### src/rtl/beat_framer_pkg.sv
package beat_framer_pkg;

  // Width of a lane counter / empty field (at least one bit).
  function automatic int unsigned cnt_width(input int unsigned lanes);
    return (lanes > 1) ? $clog2(lanes) : 1;
  endfunction

  // Arrival position that fills a given lane.
  function automatic int unsigned lane_to_pos(input int unsigned lane,
                                              input int unsigned lanes,
                                              input bit first_high);
    return first_high ? (lanes - 1 - lane) : lane;
  endfunction

endpackage

### src/rtl/beat_framer_rst_sync.sv
module beat_framer_rst_sync (
  input  logic clk_i,
  input  logic rst_ni,
  output logic rst_sync_no
);
  logic [1:0] stage_q;

  always_ff @(posedge clk_i or negedge rst_ni) begin
    if (!rst_ni) stage_q <= 2'b00;
    else         stage_q <= {stage_q[0], 1'b1};
  end

  assign rst_sync_no = stage_q[1];
endmodule

### src/rtl/beat_framer_assembler.sv
module beat_framer_assembler #(
  parameter int unsigned SYMBOLS    = 4,
  parameter int unsigned BITS       = 8,
  parameter bit          FIRST_HIGH = 1'b1,
  parameter int unsigned CNT_W      = 2
) (
  input  logic                    clk_i,
  input  logic                    rst_ni,
  input  logic                    take_i,
  input  logic [BITS-1:0]         sym_i,
  input  logic                    last_i,
  output logic                    done_o,
  output logic [SYMBOLS*BITS-1:0] beat_o,
  output logic [CNT_W-1:0]        empty_o
);
  localparam int unsigned BEAT_W = SYMBOLS * BITS;
  localparam logic [CNT_W-1:0] LAST_POS = CNT_W'(SYMBOLS - 1);

  logic [CNT_W-1:0]  pos_q, pos_d;
  logic [BEAT_W-1:0] buf_q, buf_d, merged;

  // Each lane takes the incoming symbol when the arrival position maps to it.
  for (genvar l = 0; l < SYMBOLS; l++) begin : g_lane
    localparam int unsigned LANE_POS =
      beat_framer_pkg::lane_to_pos(l, SYMBOLS, FIRST_HIGH);
    assign merged[l*BITS +: BITS] =
      (pos_q == CNT_W'(LANE_POS)) ? sym_i : buf_q[l*BITS +: BITS];
  end

  always_comb begin
    done_o  = take_i && (last_i || (pos_q == LAST_POS));
    empty_o = last_i ? (LAST_POS - pos_q) : '0;
    beat_o  = merged;
    pos_d   = pos_q;
    buf_d   = buf_q;
    if (take_i) begin
      if (done_o) begin
        pos_d = '0;
        buf_d = '0;
      end else begin
        pos_d = pos_q + 1'b1;
        buf_d = merged;
      end
    end
  end

  always_ff @(posedge clk_i or negedge rst_ni) begin
    if (!rst_ni) begin
      pos_q <= '0;
      buf_q <= '0;
    end else if (take_i) begin
      pos_q <= pos_d;
      buf_q <= buf_d;
    end
  end
endmodule

### src/rtl/beat_framer_out_stage.sv
module beat_framer_out_stage #(
  parameter int unsigned BEAT_W = 32,
  parameter int unsigned CNT_W  = 2
) (
  input  logic              clk_i,
  input  logic              rst_ni,
  input  logic              load_i,
  input  logic [BEAT_W-1:0] data_i,
  input  logic              eop_i,
  input  logic [CNT_W-1:0]  empty_i,
  input  logic              ready_i,
  output logic              free_o,
  output logic              valid_o,
  output logic [BEAT_W-1:0] data_o,
  output logic              sop_o,
  output logic              eop_o,
  output logic [CNT_W-1:0]  empty_o
);
  logic              valid_q, valid_d;
  logic              first_q, first_d;
  logic [BEAT_W-1:0] data_q;
  logic              sop_q, eop_q;
  logic [CNT_W-1:0]  empty_q;

  always_comb begin
    free_o  = !valid_q || ready_i;
    valid_d = load_i ? 1'b1 : (ready_i ? 1'b0 : valid_q);
    first_d = load_i ? eop_i : first_q;
  end

  always_ff @(posedge clk_i or negedge rst_ni) begin
    if (!rst_ni) begin
      valid_q <= 1'b0;
      first_q <= 1'b1;
    end else begin
      valid_q <= valid_d;
      first_q <= first_d;
    end
  end

  always_ff @(posedge clk_i or negedge rst_ni) begin
    if (!rst_ni) begin
      data_q  <= '0;
      sop_q   <= 1'b0;
      eop_q   <= 1'b0;
      empty_q <= '0;
    end else if (load_i) begin
      data_q  <= data_i;
      sop_q   <= first_q;
      eop_q   <= eop_i;
      empty_q <= empty_i;
    end
  end

  assign valid_o = valid_q;
  assign data_o  = data_q;
  assign sop_o   = sop_q;
  assign eop_o   = eop_q;
  assign empty_o = empty_q;

  // a stalled beat is held unchanged
  p_hold_stall_r7: assert property (@(posedge clk_i) disable iff (!rst_ni)
    valid_o && !ready_i |=> valid_o && $stable(data_o) && $stable(sop_o)
                            && $stable(eop_o) && $stable(empty_o));

  // a new beat is never written over a waiting one
  p_no_overwrite_r7: assert property (@(posedge clk_i) disable iff (!rst_ni)
    load_i |-> (!valid_o || ready_i));

  // empty is zero on beats without eop
  p_empty_zero_r4: assert property (@(posedge clk_i) disable iff (!rst_ni)
    valid_o && !eop_o |-> empty_o == '0);
endmodule

### src/rtl/beat_framer_checker.sv
module beat_framer_checker #(
  parameter int unsigned CNT_W = 2
) (
  input  logic             clk_i,
  input  logic             rst_ni,
  input  logic             valid_i,
  input  logic             ready_i,
  input  logic             sop_i,
  input  logic             eop_i,
  input  logic [CNT_W-1:0] empty_i,
  output logic             error_o
);
  logic fire;
  logic open_q, open_d;
  logic err_q, err_d;
  logic orphan, nested, bad_empty;

  always_comb begin
    fire      = valid_i && ready_i;
    orphan    = fire && !sop_i && !open_q;
    nested    = fire && sop_i && open_q;
    bad_empty = fire && !eop_i && (empty_i != '0);
    open_d    = fire ? !eop_i : open_q;
    err_d     = err_q || orphan || nested || bad_empty;
  end

  always_ff @(posedge clk_i or negedge rst_ni) begin
    if (!rst_ni) begin
      open_q <= 1'b0;
      err_q  <= 1'b0;
    end else begin
      open_q <= open_d;
      err_q  <= err_d;
    end
  end

  assign error_o = err_q;

  // the error flag never drops without reset
  p_sticky_r12: assert property (@(posedge clk_i) disable iff (!rst_ni)
    error_o |=> error_o);

  // a nonzero empty on a non-eop transfer is reported
  p_flag_bad_empty_r11: assert property (@(posedge clk_i) disable iff (!rst_ni)
    valid_i && ready_i && !eop_i && (empty_i != '0) |=> error_o);
endmodule

### src/rtl/beat_framer.sv
module beat_framer #(
  parameter  int unsigned SYMBOLS_PER_BEAT = 4,
  parameter  int unsigned BITS_PER_SYMBOL  = 8,
  parameter  bit          FIRST_SYM_HIGH   = 1'b1,
  localparam int unsigned EMPTY_W = beat_framer_pkg::cnt_width(SYMBOLS_PER_BEAT),
  localparam int unsigned BEAT_W  = SYMBOLS_PER_BEAT * BITS_PER_SYMBOL
) (
  input  logic                       clk_i,
  input  logic                       rst_ni,
  input  logic                       in_valid_i,
  output logic                       in_ready_o,
  input  logic [BITS_PER_SYMBOL-1:0] in_data_i,
  input  logic                       in_last_i,
  output logic                       out_valid_o,
  input  logic                       out_ready_i,
  output logic [BEAT_W-1:0]          out_data_o,
  output logic                       out_sop_o,
  output logic                       out_eop_o,
  output logic [EMPTY_W-1:0]         out_empty_o,
  input  logic                       chk_valid_i,
  input  logic                       chk_ready_i,
  input  logic                       chk_sop_i,
  input  logic                       chk_eop_i,
  input  logic [EMPTY_W-1:0]         chk_empty_i,
  output logic                       chk_error_o
);
  logic              rst_n;
  logic              take;
  logic              slot_free;
  logic              beat_done;
  logic [BEAT_W-1:0] beat_data;
  logic [EMPTY_W-1:0] beat_empty;

  beat_framer_rst_sync i_rst_sync (
    .clk_i       (clk_i),
    .rst_ni      (rst_ni),
    .rst_sync_no (rst_n)
  );

  assign in_ready_o = slot_free;
  assign take       = in_valid_i && slot_free;

  beat_framer_assembler #(
    .SYMBOLS    (SYMBOLS_PER_BEAT),
    .BITS       (BITS_PER_SYMBOL),
    .FIRST_HIGH (FIRST_SYM_HIGH),
    .CNT_W      (EMPTY_W)
  ) i_assembler (
    .clk_i   (clk_i),
    .rst_ni  (rst_n),
    .take_i  (take),
    .sym_i   (in_data_i),
    .last_i  (in_last_i),
    .done_o  (beat_done),
    .beat_o  (beat_data),
    .empty_o (beat_empty)
  );

  beat_framer_out_stage #(
    .BEAT_W (BEAT_W),
    .CNT_W  (EMPTY_W)
  ) i_out_stage (
    .clk_i   (clk_i),
    .rst_ni  (rst_n),
    .load_i  (beat_done),
    .data_i  (beat_data),
    .eop_i   (in_last_i),
    .empty_i (beat_empty),
    .ready_i (out_ready_i),
    .free_o  (slot_free),
    .valid_o (out_valid_o),
    .data_o  (out_data_o),
    .sop_o   (out_sop_o),
    .eop_o   (out_eop_o),
    .empty_o (out_empty_o)
  );

  beat_framer_checker #(
    .CNT_W (EMPTY_W)
  ) i_checker (
    .clk_i   (clk_i),
    .rst_ni  (rst_n),
    .valid_i (chk_valid_i),
    .ready_i (chk_ready_i),
    .sop_i   (chk_sop_i),
    .eop_i   (chk_eop_i),
    .empty_i (chk_empty_i),
    .error_o (chk_error_o)
  );

  // a waiting beat blocks the symbol input
  p_stall_blocks_input_r8: assert property (@(posedge clk_i) disable iff (!rst_n)
    out_valid_o && !out_ready_i |-> !in_ready_o);

  // a symbol marked last yields an eop beat on the next cycle
  p_last_gives_eop_r3: assert property (@(posedge clk_i) disable iff (!rst_n)
    in_valid_i && in_ready_o && in_last_i |=> out_valid_o && out_eop_o);
endmodule

### config.mk
export PLATFORM = sky130hd
export DESIGN_NAME = beat_framer
export DESIGN_NICKNAME = d
export VERILOG_FILES = /design/src/rtl/beat_framer_pkg.sv /design/src/rtl/beat_framer_rst_sync.sv /design/src/rtl/beat_framer_assembler.sv /design/src/rtl/beat_framer_out_stage.sv /design/src/rtl/beat_framer_checker.sv /design/src/rtl/beat_framer.sv
export SDC_FILE = /design/constraint.sdc
export NUM_CORES = 1
export LEC_CHECK = 0
export CORE_MARGIN = 10
export CORE_UTILIZATION = 38
export DETAILED_ROUTE_END_ITERATION = 10
export HOLD_SLACK_MARGIN = 0.1
export MAX_ROUTING_LAYER = met4
export PLACE_DENSITY_LB_ADDON = 0.05
export RECOVER_POWER = 100
export SYNTH_ARGS = -nofsm -noshare
export SYNTH_HDL_FRONTEND = slang
export SYNTH_SLANG_ARGS = --single-unit
### constraint.sdc
create_clock -name clk_i -period 5.2 [get_ports clk_i]
set_input_delay 1.3 -clock clk_i [delete_from_list [all_inputs] [get_ports clk_i]]
set_output_delay 1.3 -clock clk_i [all_outputs]
set_load 0.01 [all_outputs]
# After elaboration in Yosys (flattened, before gate mapping)
# Index checks and enable logic that the tools add are counted.
# word_totals
ram_bits	0
memories	0
input_bits	19
out_inout_bits	39
wordCells	46
mem_bits_ro	0
latchBits	0
ff_bits	76
# classes
div	0
reduce_logical	21
eq_ne	3
mux	9
order_cmp	0
addsub	2
n_mul	0
shift	0
bitwise	0
# ops
operator	count
2-to-1 mux 32 bit	1
2-to-1 mux 8 bit	4
logical AND 1 bit	9
logical OR 1 bit	5
equality test 2 bit (second input constant)	2
logical NOT 1 bit	4
2-to-1 mux 2 bit	2
nonzero test 2 bit	2
adder 2 x 1 -> 2 bit (second input constant)	1
equality test 2 x 1 -> 1 bit (second input constant)	1
logical NOT 2 bit	1
2-to-1 mux 1 bit	2
subtractor 2 bit (first input constant)	1

# Depth between registers and ports, before layout
# logic_depth
word_depth	6
ltp_mapped	7
ltp_nobuf	4

# Modules after synthesis
# Synthesis repeated with hierarchy kept, for this count alone.
# hier_totals
hier_cells	298
hier_area_um2	3709.8
# by_module_without_submodules
mod	cells_per_inst	seq_area_each_um2	instances	area_per_inst_um2
beat_framer_assembler	202	850.8	1	2122.0
beat_framer_out_stage	84	952.2	1	1440.1
beat_framer_checker	8	50.0	1	87.6
beat_framer_rst_sync	3	50.0	1	53.8
beat_framer	1	0.0	1	6.3

# Worst setup path before layout
# No wires, ideal clock.
# synth_path
path_kind	input -> output
start	in out_ready_i
end	out in_ready_o
t_required_ns	3.900
arrival_time_ns	1.717
cell_stages	2
path_buffers	1
path_slack_ns	2.183
cell_sequence	nand2b_1 buf_2
# synth_via
elab_chain_cells	1
# synth_rtl
element	line_no	source
from (decl)	beat_framer.sv:15	input logic out_ready_i,
logical OR 1 bit	beat_framer_out_stage.sv:26	free_o = !valid_q || ready_i;
to (decl)	beat_framer.sv:11	output logic in_ready_o,
# No other way between the ends.

# Worst setup path in the final report
# Ends and elaborated chain as after synthesis.

==> results.md <==
* Status: finished, violations left
* Failing checks: max-capacitance violations, max-slew violations
* Mean Syn Cell Area at 15.3 µm²
* Die Height at about 110 µm
* Layout cells sized above 1 at 22.4%
* Filler instances at between 800 and 900
* Critical Path AT at 2.70 ns
* Seq/Total Area, Yosys at about 56%
* DR iter-0 viols at 79
* Critical path's largest stage delay at roughly 0.67 ns
* Slew Viols, Final at 75
* Initial antenna violation count at 0
* Startpoint types: input port
* Critical path required time at around 4 ns
* XOR/XNOR Fraction of Synth Area at 0.260%
* Most common cell after layout, fill and taps aside: dfrtp_1
* Count of unique library cells instantiated by Yosys at 31
* Post-Route WL at about 7300 µm
* YS warnings at 0
* DIE AREA at 13000 µm²
* Core outline area at about 8700 µm²
* Pwr per Cell Area at around 440 nW/µm²
* Die X at between 100 and 150 µm
* CTS Hold Bufs at 0
* Net Count, Synth at 244
* Complex-gate fraction of the synthesized area at 10.0%
* Port bufs at 57
* RSZ-0062 raised after global routing: false
* Root buffer cell: clkbuf_8
* Vias at between 1500 and 2000
* Clk_skew at between 0.01 and 0.015 ns
* Largest family of logic cells by synthesized area: multiplexers
* Adder-cell share of the synthesized area at about 1.5%
* Leak at around 2 nW
* Detail Route Antenna Nets at 0
* Reg clk slew, reported paths at about 0.080 ns
* Prevailing post-synth register cell: dfrtp_1
* Final Net Count at around 300
* Antenna diodes at 0
* VDD IR max at between 100 and 150 µV
* Async SR Flop Fraction at 100%
* Num CTS Buffers at 9
* Final hold violations at 0
* Hold Crit Start: i_rst_sync.stage_q[0]
* Bufs on Longest Clock Path at 2
* Highest Clock Rate at ~250 MHz
* Detailed Place HPWL at approximately 4600 µm
* Period utilization at 77.0%
* WL/cell at ~19 µm
* First element of the critical path: out_ready_i
* Max-cap viol count at 1
* Critical path's slowest cell: dlygate4sd3_1
* Routability Congestion at just over 0.7
* Worst skew pair latency at around 0.34 ns
* Global-route wire length before repair at approximately 12000 µm
* Slew of the pin with the lowest slew margin at roughly 3.0 ns
* Overall Power at about 1.8 mW
* CTS tree: built
* Pin count of the biggest net entering global routing at 75
* Starting density of the core at about 39%
* Mapped Cells at 221
* Post-synth EDFFs at 0
* Setup_tns at 0 ns
* Worst R2R Start: i_rst_sync.stage_q[1]
* WHS at about 0.36 ns
* Gr ovfl total at 0
* Post-CTS Setup Repair Bufs at 0
* Mapped cell area at around 3400 µm²
* Slew headroom at -100%
* Mux cell area share after synthesis at between 20% and 30%
* Yosys reg bits at between 70 and 80
* TritonCTS Sinks at 76
* HP Class: reg -> reg
* # resized after CTS at 0
* Area grow syn2layout at 22.9%
* DRT Pass-1 Iters at 4
* DRC Markers at 0
* Total I/O pin count at 58
* CP Max Fanout at 14
* Pre-CTS WS at about 1.2 ns
* Vias in the first global route at between 2000 and 2500
* All-Layer GR Usage at roughly 13%
* Site row count at 34
* Critical setup path kind: in -> out
* PnR worst setup slack at around 1.2 ns
* Simple-Gate Fraction of Synth Area at about 3.7%
* Most frequent cells in the layout: dfrtp_1, dlygate4sd3_1, mux2_2
* H-tree depth at 3
* Tmin final at around 4.0 ns
* Critical Path End Type: primary output
* Final Setup Violations at 0
* Crit path cell chain: clkdlybuf4s50_1 > nand2b_1 > buf_4 > dlygate4sd3_1
* Via density per instance at 4.99
-- synthesized netlist by cell type, types with 2 or more instances --
cell	instances	area share (%)
dfrtp_1	75	56
mux2_2	38	13
mux2_4	27	12
a22o_1	24	6.2
and2_1	8	1.5
buf_1	4	0.44
ha_1	4	1.5
a21oi_1	3	0.44
and4_1	3	0.78
buf_2	3	0.44
buf_6	3	1.0
nor2_1	3	0.33
o211ai_2	3	1.1
a21bo_2	2	0.59
a31o_2	2	0.52
buf_8	2	0.89
inv_1	2	0.22
o2bb2ai_1	2	0.52
-- area by class of cell --
| class | instances | area [µm²] | area share [%] |
|---|---|---|---|
| clock buffers | 10 | 128 | 3.08 |
| clock inverters | 6 | 136 | 3.29 |
| inverters | 2 | 7.51 | 0.181 |
| multi-input cells | 129 | 1260 | 30.4 |
| flip-flops and latches | 76 | 1900 | 45.9 |
| well taps | 108 | 135 | 3.26 |
| repair buffers | 58 | 578 | 13.9 |
-- state kept, by name, summed over array words and instances, names as in the netlist --
name and flops:
i_out_stage.sop_o 1, i_out_stage.empty_o 2, i_assembler.pos_q 2, i_checker.error_o 1
i_rst_sync.stage_q 2, i_out_stage.valid_o 1, i_out_stage.eop_o 1, i_out_stage.data_o 32
i_checker.open_q 1, i_assembler.buf_q 32, i_out_stage.first_q 1
-- logic make-up (layout without fill, tap and decap cells) --
| logic type | Yosys count | in the layout |
|---|---|---|
| adder cells (fa/ha/maj) | 4 | 4 |
| AND/OR/NAND/NOR | 19 | 19 |
| flip-flops | 76 | 76 |
| XOR/XNOR | 1 | 1 |
| other | 1 | 1 |
| buffers and inverters | 16 | 76 |
| AO/OA/AOI/OAI | 39 | 39 |
| multiplexers | 65 | 65 |
-- layer usage --
metal | vias up | share of wire [%] | track usage (%)
met2 | 44 | 43 | 17.0
met1 | 971 | 50 | 17.2
li1 | 916 | - | -
met3 | 12 | 5.5 | 3.72
met5 | - | 0 | -
met4 | 0 | 1.4 | 4.51
-- per-stage QoR --
step | util [%] | area [µm²] | std cells
4_1_cts | 49.0 | 4250 | 389
2_1_floorplan | - | 3370 | 221
6_report | 47.8 | 4150 | 389
3_5_place_dp | 46.0 | 3990 | 373
3_3_place_gp | 46.0 | 3990 | 373
5_1_grt | 47.8 | 4150 | 389
-- power by group --
group          total, mW  internal [mW]  leakage [nW]  switching [mW]
combinational      0.453          0.263         0.874           0.189
clock              0.592          0.369         0.127           0.224
sequential         0.783          0.710          1.00          0.0732
total               1.83           1.34          2.00           0.486
-- critical path, delay by kind of cell --
family	cells	cell delay, ns
buffers and inverters	3	1.31
and+or+nand+nor	1	0.09
-- worst paths after layout --
path / endpoint / slack, ns / cells past startpoint
max: in_ready_o / 1.20 / 4
min: i_rst_sync.stage_q[1] / 0.36 / 0
max reg2reg: i_out_stage.data_o[12] / 2.19 / 0
min reg2reg: i_rst_sync.stage_q[1] / 0.36 / 0
max in group asynchronous: i_out_stage.data_o[12] / 2.19 / 0
min in group asynchronous: i_rst_sync.stage_q[0] / 1.17 / 1
No activity file was read; power rests on OpenSTA's default activity.
